--- src/rtl/tlb_pkg.sv ---
package tlb_pkg;

  // Index of the lowest set bit among the first n bits of v (0 if none).
  function automatic int first_set(input logic [63:0] v, input int n);
    int idx;
    idx = 0;
    for (int i = n - 1; i >= 0; i--) begin
      if (v[i]) idx = i;
    end
    return idx;
  endfunction

  // Recency rank after a touch: 0 is most recent. The entry holding rank t
  // moves to 0; younger entries age by one; older ones keep their rank.
  function automatic int rank_after_touch(input int cur, input int t);
    if (cur == t) return 0;
    else if (cur < t) return cur + 1;
    else return cur;
  endfunction

endpackage

--- src/rtl/tlb_cam.sv ---
module tlb_cam #(
  parameter int N     = 8,
  parameter int VPN_W = 20
) (
  input  logic [N-1:0]            valid_vec,
  input  logic [N-1:0][VPN_W-1:0] key_arr,
  input  logic [VPN_W-1:0]        probe,
  output logic [N-1:0]            match_vec
);
  for (genvar g = 0; g < N; g++) begin : g_cmp
    assign match_vec[g] = valid_vec[g] && (key_arr[g] == probe);
  end
endmodule

--- src/rtl/tlb_lru.sv ---
module tlb_lru #(
  parameter int N  = 8,
  parameter int RW = 3
) (
  input  logic                 clk,
  input  logic                 rst_n,
  input  logic                 touch_en,
  input  logic [RW-1:0]        touch_idx,
  output logic [N-1:0][RW-1:0] rank_arr
);
  logic [RW-1:0] touched_rank;
  assign touched_rank = rank_arr[touch_idx];

  for (genvar g = 0; g < N; g++) begin : g_rank
    always_ff @(posedge clk or negedge rst_n) begin
      if (!rst_n) begin
        rank_arr[g] <= RW'(g);
      end else if (touch_en) begin
        rank_arr[g] <= RW'(tlb_pkg::rank_after_touch(int'(rank_arr[g]),
                                                     int'(touched_rank)));
      end
    end
  end
endmodule

--- src/rtl/tlb_victim.sv ---
module tlb_victim #(
  parameter int N  = 8,
  parameter int RW = 3
) (
  input  logic [N-1:0]         valid_vec,
  input  logic [N-1:0]         pin_vec,
  input  logic [N-1:0][RW-1:0] rank_arr,
  output logic [RW-1:0]        victim_idx,
  output logic                 victim_ok,
  output logic                 victim_is_repl
);
  logic          free_found;
  logic [RW-1:0] free_idx;
  logic          old_found;
  logic [RW-1:0] old_idx;
  logic [RW-1:0] old_rank;

  always_comb begin
    free_found = 1'b0;
    free_idx   = '0;
    old_found  = 1'b0;
    old_idx    = '0;
    old_rank   = '0;
    for (int i = 0; i < N; i++) begin
      if (!valid_vec[i] && !free_found) begin
        free_found = 1'b1;
        free_idx   = RW'(i);
      end
      if (valid_vec[i] && !pin_vec[i] && (!old_found || rank_arr[i] > old_rank)) begin
        old_found = 1'b1;
        old_idx   = RW'(i);
        old_rank  = rank_arr[i];
      end
    end
  end

  assign victim_idx     = free_found ? free_idx : old_idx;
  assign victim_ok      = free_found || old_found;
  assign victim_is_repl = !free_found && old_found;
endmodule

--- src/rtl/tlb_pin_cache.sv ---
module tlb_pin_cache #(
  parameter int ENTRIES = 8,
  parameter int VPN_W   = 20,
  parameter int PFN_W   = 18
) (
  input  logic             clk,
  input  logic             rst_n,
  input  logic             lookup_valid,
  input  logic [VPN_W-1:0] lookup_vpn,
  input  logic             fill_valid,
  input  logic [VPN_W-1:0] fill_vpn,
  input  logic [PFN_W-1:0] fill_pfn,
  input  logic             fill_pin,
  input  logic             flush,
  output logic             rsp_valid,
  output logic             rsp_hit,
  output logic [PFN_W-1:0] rsp_pfn,
  output logic             fill_err
);
  localparam int IW = (ENTRIES > 1) ? $clog2(ENTRIES) : 1;

  logic [ENTRIES-1:0]            valid_q;
  logic [ENTRIES-1:0]            pin_q;
  logic [ENTRIES-1:0][VPN_W-1:0] vpn_q;
  logic [ENTRIES-1:0][PFN_W-1:0] pfn_q;
  logic [ENTRIES-1:0][IW-1:0]    rank_arr;

  // Named internal events, also observed by the bound checker.
  logic [ENTRIES-1:0] lk_match;
  logic [ENTRIES-1:0] fl_match;
  logic               lk_hit;
  logic [IW-1:0]      lk_idx;
  logic               fill_dup;
  logic [IW-1:0]      dup_idx;
  logic [IW-1:0]      vic_idx;
  logic               vic_ok;
  logic               vic_repl;
  logic               fill_go;
  logic               fill_rej;
  logic [IW-1:0]      tgt_idx;
  logic               repl_evt;
  logic               touch_en;
  logic [IW-1:0]      touch_idx;

  tlb_cam #(.N(ENTRIES), .VPN_W(VPN_W)) u_cam_lookup (
    .valid_vec(valid_q), .key_arr(vpn_q), .probe(lookup_vpn), .match_vec(lk_match)
  );

  tlb_cam #(.N(ENTRIES), .VPN_W(VPN_W)) u_cam_fill (
    .valid_vec(valid_q), .key_arr(vpn_q), .probe(fill_vpn), .match_vec(fl_match)
  );

  tlb_victim #(.N(ENTRIES), .RW(IW)) u_victim (
    .valid_vec(valid_q), .pin_vec(pin_q), .rank_arr(rank_arr),
    .victim_idx(vic_idx), .victim_ok(vic_ok), .victim_is_repl(vic_repl)
  );

  assign lk_hit   = |lk_match;
  assign lk_idx   = IW'(tlb_pkg::first_set(64'(lk_match), ENTRIES));
  assign fill_dup = |fl_match;
  assign dup_idx  = IW'(tlb_pkg::first_set(64'(fl_match), ENTRIES));

  assign fill_go   = fill_valid && !flush && (fill_dup || vic_ok);
  assign fill_rej  = fill_valid && !flush && !fill_dup && !vic_ok;
  assign tgt_idx   = fill_dup ? dup_idx : vic_idx;
  assign repl_evt  = fill_go && !fill_dup && vic_repl;
  assign touch_en  = fill_go || (lookup_valid && lk_hit);
  assign touch_idx = fill_go ? tgt_idx : lk_idx;

  tlb_lru #(.N(ENTRIES), .RW(IW)) u_lru (
    .clk(clk), .rst_n(rst_n), .touch_en(touch_en), .touch_idx(touch_idx),
    .rank_arr(rank_arr)
  );

  always_ff @(posedge clk or negedge rst_n) begin
    if (!rst_n) begin
      valid_q <= '0;
      pin_q   <= '0;
      vpn_q   <= '0;
      pfn_q   <= '0;
    end else if (flush) begin
      valid_q <= valid_q & pin_q;
    end else if (fill_go) begin
      valid_q[tgt_idx] <= 1'b1;
      pin_q[tgt_idx]   <= fill_pin;
      vpn_q[tgt_idx]   <= fill_vpn;
      pfn_q[tgt_idx]   <= fill_pfn;
    end
  end

  always_ff @(posedge clk or negedge rst_n) begin
    if (!rst_n) begin
      rsp_valid <= 1'b0;
      rsp_hit   <= 1'b0;
      rsp_pfn   <= '0;
      fill_err  <= 1'b0;
    end else begin
      rsp_valid <= lookup_valid;
      rsp_hit   <= lookup_valid && lk_hit;
      rsp_pfn   <= (lookup_valid && lk_hit) ? pfn_q[lk_idx] : '0;
      fill_err  <= fill_rej;
    end
  end
endmodule

--- config.mk ---
export PLATFORM = sky130hd
export DESIGN_NAME = tlb_pin_cache
export DESIGN_NICKNAME = d
export VERILOG_FILES = /design/src/rtl/tlb_pkg.sv /design/src/rtl/tlb_cam.sv /design/src/rtl/tlb_lru.sv /design/src/rtl/tlb_victim.sv /design/src/rtl/tlb_pin_cache.sv
export SDC_FILE = /design/constraint.sdc
export NUM_CORES = 1
export LEC_CHECK = 0
export ABC_AREA = 0
export CAP_MARGIN = 20
export CORE_MARGIN = 5
export CORE_UTILIZATION = 62
export CTS_CLUSTER_DIAMETER = 200
export CTS_CLUSTER_SIZE = 40
export DETAILED_ROUTE_END_ITERATION = 7
export PLACE_DENSITY = 0.81
export RECOVER_POWER = 100
export SLEW_MARGIN = 20
export SYNTH_ARGS = -nofsm -noshare
export SYNTH_HDL_FRONTEND = slang
export SYNTH_HIERARCHICAL = 1
export SYNTH_SLANG_ARGS = --single-unit
--- constraint.sdc ---
create_clock -name clk -period 14.4 [get_ports clk]
set_input_delay 3.6 -clock clk [delete_from_list [all_inputs] [get_ports clk]]
set_output_delay 3.6 -clock clk [all_outputs]
set_load 0.05 [all_outputs]
# --- Word level (Yosys, flattened, before mapping) ---
# Cells that the tools add are included.
word_totals:
  wordCells: 277
  output_inout_bits: 21
  inputBits: 64
  regBits: 365
classes:
  n_eq_ne: 24
  add_sub_neg: 8
  reduce_logical: 105
  order_cmp: 19
  bitwise_logic: 3
  mux: 88
ops:
  columns: ["operator", "n"]
  rows:
  - ["== test 20 bit", 16]
  - ["bitwise mux 160 bit", 1]
  - ["two-way mux 3 bit", 51]
  - ["bitwise mux 144 bit", 1]
  - ["demux 20 bit (select 3 bit)", 1]
  - ["binary-select mux 18 bit (select 3 bit)", 1]
  - ["demux 18 bit (select 3 bit)", 1]
  - ["two-way mux 18 bit", 3]
  - ["logical AND 1 bit", 44]
  - ["logical NOT 1 bit", 31]
  - ["adder 3 x 1 -> 3 bit (second input constant)", 8]
  - ["== test 3 bit", 8]
  - ["< comparator 3 bit", 8]
  - ["> comparator 3 bit", 7]
  - ["two-way mux 20 bit", 1]
  - ["two-way mux 1 bit", 19]
  - ["AND reduction 2 bit", 9]
  - ["nonzero test 2 bit", 9]
  - ["two-way mux 8 bit", 2]
  - ["OR reduction 8 bit", 2]
  - ["< comparator 3 x 4 -> 1 bit (second input constant)", 3]
  - ["logical OR 1 bit", 10]
  - ["binary-select mux 3 bit (select 3 bit)", 1]
  - ["AND 8 bit", 1]
  - ["6 further kinds", 9]

# --- Depth between registers and ports, before layout ---
depth:
  ltp_word: 40
  mapped_depth: 59

# --- Cells and area by module ---
# Netlist, hierarchy kept.
modules_own_cells:
  columns: ["module", "seq_area_each_um2", "cells_each", "instances", "area_per_inst_um2"]
  rows:
  - ["tlb_pin_cache", 8533.2, 958, 1, 14071.0]
  - ["tlb_cam", 0.0, 236, 2, 1996.9]
  - ["tlb_lru", 615.6, 222, 1, 2212.1]
  - ["tlb_victim", 0.0, 156, 1, 1167.4]

# --- Worst setup path before layout ---
# No wires, ideal clock.
synth_path:
  path_kind: "register to register"
  start: "register valid_q[0]"
  end: "register u_lru/rank_arr[15] (netlist name)"
  synth_period_minus_slack_ps: 12150
  path_buffers: 3
  path_stages_with_launch: 57
  path_slack_ps: 2250
  t_arrival_ps: 12055
  setup_ps: 96
  required_time_ps: 14304
  cell_sequence: "dfrtp_1 > nor2b_1 > buf_2 > and2_1 > ha_1 > and3_1 > a211o_4 > a311oi_2 > ha_1 > and3b_1 > o21ai_1 > a21oi_1 > a221oi_2 > nor2_1 > ha_1 > a32o_1 > a21boi_1 > a22o_1 > (+21 left out) > o211ai_2 > ha_1 > nor2b_1 > o21ai_0 > a32oi_1 > o31a_1 > a211oi_1 > nor3_1 > nand3_1 > nand2_1 > o21a_1 > buf_6 > mux4_1 > mux2i_1 > ha_1 > and3_1 > o21a_1 > o32ai_1"
synth_between:
  word_cells_on_any_way: 100
  classes_between: "order compare: 8; eq/ne: 1; mux: 45; reduce/logical: 46"
synth_rtl:
  columns: ["item", "line_no", "text"]
  rows:
  - ["start: declaration", "tlb_pin_cache.sv:22", "logic [ENTRIES-1:0] valid_q;"]
  - ["start signal: assignment", "tlb_pin_cache.sv:82", "valid_q <= valid_q & pin_q;"]
  - ["logical AND 1 bit", "tlb_victim.sv:29", "if (valid_vec[i] && !pin_vec[i] && (!old_found || rank_arr[i] > old_rank)) begin"]
  - ["two-way mux 3 bit / two-way mux 1 bit (equally long branches)", "tlb_victim.sv:29", null]
  - ["> comparator 3 bit / logical NOT 1 bit (equally long branches)", "tlb_victim.sv:29", null]
  - ["logical OR 1 bit", "tlb_victim.sv:29", null]
  - ["logical AND 1 bit", "tlb_victim.sv:29", null]
  - ["two-way mux 3 bit / two-way mux 1 bit (equally long branches)", "tlb_victim.sv:29", null]
  - ["> comparator 3 bit / logical NOT 1 bit (equally long branches)", "tlb_victim.sv:29", null]
  - ["logical OR 1 bit", "tlb_victim.sv:29", null]
  - ["(+23 left out)", null, null]
  - ["net vic_idx[0]", "tlb_pin_cache.sv:35", "logic [IW-1:0] vic_idx;"]
  - ["two-way mux 3 bit (*)", "tlb_pin_cache.sv:65", "assign tgt_idx = fill_dup ? dup_idx : vic_idx;"]
  - ["two-way mux 3 bit (*)", "tlb_pin_cache.sv:68", "assign touch_idx = fill_go ? tgt_idx : lk_idx;"]
  - ["net touch_idx[0]", "tlb_pin_cache.sv:43", "logic [IW-1:0] touch_idx;"]
  - ["binary-select mux 3 bit (select 3 bit) (*)", "tlb_lru.sv:12", "assign touched_rank = rank_arr[touch_idx];"]
  - ["two-way mux 3 bit (implied by the code) (*)", "tlb_lru.sv:12", null]
  - ["< comparator 3 bit / == test 3 bit (equally long branches)", "tlb_pkg.sv:17, tlb_pkg.sv:16", null]
  - ["nonzero test 2 bit (no line)", null, null]
  - ["AND reduction 2 bit (no line)", null, null]
  - ["end signal: indexed assignment", "tlb_lru.sv:17", "rank_arr[g] <= RW'(g);"]
  - ["end signal: indexed assignment", "tlb_lru.sv:19", "rank_arr[g] <= RW'(tlb_pkg::rank_after_touch(int'(rank_arr[g]),"]
  - ["end: declaration", "tlb_lru.sv:9", "output logic [N-1:0][RW-1:0] rank_arr"]
# The timed path passes the listed nets; every way through them passes the cells marked *. The select of a mux whose other input is x is not followed.
# A chain may end at the register's enable or synchronous reset.

# --- Final worst setup path ---
layout_path:
  start: "register valid_q[0]"
  end: "register pfn_q[45] (netlist name)"
layout_between:
  elab_chain_len: 37
  word_cells_on_any_way: 94
  classes_between: "order compare: 9; mux: 43; reduce/logical: 42"
layout_rtl:
  columns: ["item", "line_no", "text"]
  rows:
  - ["logical AND 1 bit", "tlb_victim.sv:29", null]
  - ["two-way mux 3 bit / two-way mux 1 bit (equally long branches)", "tlb_victim.sv:29", null]
  - ["> comparator 3 bit / logical NOT 1 bit (equally long branches)", "tlb_victim.sv:29", null]
  - ["logical OR 1 bit", "tlb_victim.sv:29", null]
  - ["logical AND 1 bit", "tlb_victim.sv:29", null]
  - ["two-way mux 3 bit / two-way mux 1 bit (equally long branches)", "tlb_victim.sv:29", null]
  - ["> comparator 3 bit / logical NOT 1 bit (equally long branches)", "tlb_victim.sv:29", null]
  - ["logical OR 1 bit", "tlb_victim.sv:29", null]
  - ["(+22 left out)", null, null]
  - ["two-way mux 3 bit (*)", "tlb_victim.sv:37", "assign victim_idx = free_found ? free_idx : old_idx;"]
  - ["net vic_idx[2]", "tlb_pin_cache.sv:35", null]
  - ["two-way mux 3 bit (*)", "tlb_pin_cache.sv:65", null]
  - ["< comparator 3 x 4 -> 1 bit (implied by the code) / greater-or-equal comparator 3 x 1 -> 1 bit (equally long branches)", "tlb_pin_cache.sv:87", "pfn_q[tgt_idx] <= fill_pfn;"]
  - ["logical AND 1 bit (implied by the code)", "tlb_pin_cache.sv:87", null]
  - ["two-way mux 18 bit (implied by the code)", "tlb_pin_cache.sv:87", null]
  - ["demux 18 bit (select 3 bit) (*)", "tlb_pin_cache.sv:87", null]
  - ["bitwise mux 144 bit (*)", "tlb_pin_cache.sv:87", null]
  - ["end signal: indexed assignment", "tlb_pin_cache.sv:87", null]
  - ["end: declaration", "tlb_pin_cache.sv:25", "logic [ENTRIES-1:0][PFN_W-1:0] pfn_q;"]
# The timed path passes the listed nets; every way through them passes the cells marked *.

==> impl_metrics.py <==
metrics = {
    "finish": {
        "mostFrequentLayoutCells": "dfrtp_1 (353), mux2_2 (311), xnor2_1 (192)",
        "layout_commonest_cell": "dfrtp_1",
        "post-route-util": 0.658,
        "diodes": 0,
        "synthToLayoutAreaGrowth_pct": 5.51,
        "drive_gt1_frac": 0.235,
        "nets": 1949,
    },
    "detailed_routing": {
        "drc": 0,
        "antenna_left": 0,
        "dr.pass1.iters": 7,
        "postRouteWirelength_mm": 53.0,
        "vias": 14700,
        "drt_iter0_drc": 1144,
        "routed_via_density": 6.43,
        "wl_per_cell_um": 23.1,
    },
    "run_status": {
        "status": "finished with violations",
        "violations": "capacitance limit, slew limit",
    },
    "sta": {
        "holdWs_ns": 0.504,
        "worstMarginPinSlew_ns": 5.41,
        "fin_crit_sh": 0.940,
        "max_freq_ghz": 0.0739,
        "maxSlewViolCount": 267,
        "rsz0062_at_grt": "no",
        "final.setup.tns_ns": 0,
        "slew-limit-headroom": -2.61,
        "finalSetupViolCount": 0,
        "fin_crit_ns": 13.54,
        "skew_ns": 0.0656,
        "hold_violations": 0,
    },
    "setup_path": {
        "reg2regPathDepth": 52,
        "startpoint": "valid_q[0]",
        "critical_path_class": "reg2reg",
        "crit_required_ns": 14.81,
        "arrival_ns": 13.95,
        "cp_max_fo": 23,
        "path_common_cell": "ha_1",
        "r2r_setup_slack_ns": 0.86,
        "critPathCaptureType": "flop",
        "cpLargestDelayFamily": "compound AO/OA/AOI/OAI gates",
        "crit_buf_inv": 3,
        "r2r-end": "pfn_q[45]",
        "crit_path_top_delay_cell": "nand3_1",
        "r2r-start": "valid_q[0]",
        "worst_path_largest_cell_delay_ns": 1.06,
        "cp-start-kind": "flop",
    },
    "global_routing": {
        "antenna_found_initial": 0,
        "grt_pass1_vias": 15100,
        "grtUsageTotal": 0.272,
        "grt_pass1_wl_mm": 84.6,
        "grt_max_degree": 197,
        "overflow": 0,
    },
    "synthesis": {
        "synthesis.instances": 1807,
        "syn_area_um2": 21400,
        "avgSynthCellArea_um2": 11.9,
        "syn_nets": 1924,
        "yosysWarnings": 6,
    },
    "clock_network": {
        "cts_root_buffer": "clkbuf_16",
        "cts_hold_buf": 0,
        "cts_buffer_depth": 3,
        "post_cts_buffers": 0,
        "cts_tree": "yes",
        "cts_max_level": 1,
        "numCtsBuffers": 13,
        "clk_pin_slew_ns": 0.15,
        "cts_resized": 0,
        "cts.sinks": 365,
        "worstSkewPairLatency_ns": 0.52,
    },
    "die": {
        "chipHeight_um": 196,
        "fp.dieW_um": 196,
        "core_um2": 34400,
        "rows": 68,
        "die-area_um2": 38400,
        "start_util": 0.624,
        "io_pins": 85,
    },
    "placement": {
        "gp_congestion": 0.900,
        "dp_hpwl_mm": 36.1,
        "io_buffer_count": 84,
    },
    "min_path": {
        "min_path_type": "reg2reg",
        "hold_end": "pfn_q[129]",
        "hold_depth": 1,
        "holdCritStartpoint": "pfn_q[129]",
    },
    "pwr": {
        "p_per_area_nw_per_um2": 112,
        "ir_worst_vdd_mv": 0.113,
        "p_leak_nw": 9.72,
    },
    "run": {
        "max_cap_viol_count": 5,
    },
}
layout make-up:
class / count / area (um2)
Inverter: 43 / 161
Clock inverter: 1 / 30.0
Tap cell: 455 / 569
Timing Repair Buffer: 117 / 1070
Fill cell: 2565 / 11800
Multi-Input combinational cell: 1292 / 11300
Sequential cell: 365 / 9150
Clock buffer: 17 / 340
report_power, final:
group	internal (mW)	switching (mW)	total (mW)
sequential	1.22	0.170	1.39
clock	0.174	0.313	0.487
combinational	0.358	0.289	0.647
worst max path at each step:
stage	slack (ns)	to	depth (start not counted)
floorplan	2.25	u_lru/rank_arr[15]	56
global placement	0.89	u_lru/rank_arr[5]	53
detailed placement	0.40	u_lru/rank_arr[8]	54
CTS	0.30	u_lru/rank_arr[8]	54
global route	0.002	pfn_q[117]	51
finish	0.86	pfn_q[45]	52
per-layer routing:
metal  vias up  share of wire  GRT usage
li1       6560              -          -
met1      7626           0.43      0.370
met2       462           0.49      0.460
met3        84          0.052     0.0373
met4         0          0.031     0.0807
met5         -              0          0
state kept, by name, indices dropped and copies added (netlist names):
name            count
rsp_hit             1
valid_q             8
rsp_valid           1
u_lru/rank_arr     24
pfn_q             144
pin_q               8
rsp_pfn            18
vpn_q             160
fill_err            1
metrics by stage:
step	total power, mW	cell area (um2)	setup slack, ns	instances
after floorplan	1.87	21400	2.25	1807
after global placement	2.00	22300	0.892	2270
after detailed placement	2.05	22300	0.399	2270
after CTS	2.53	22700	0.302	2288
after global routing	2.65	22600	0.00226	2290
final	2.52	22600	0.860	2290
Note: power is estimated with default switching activity, not from simulation.
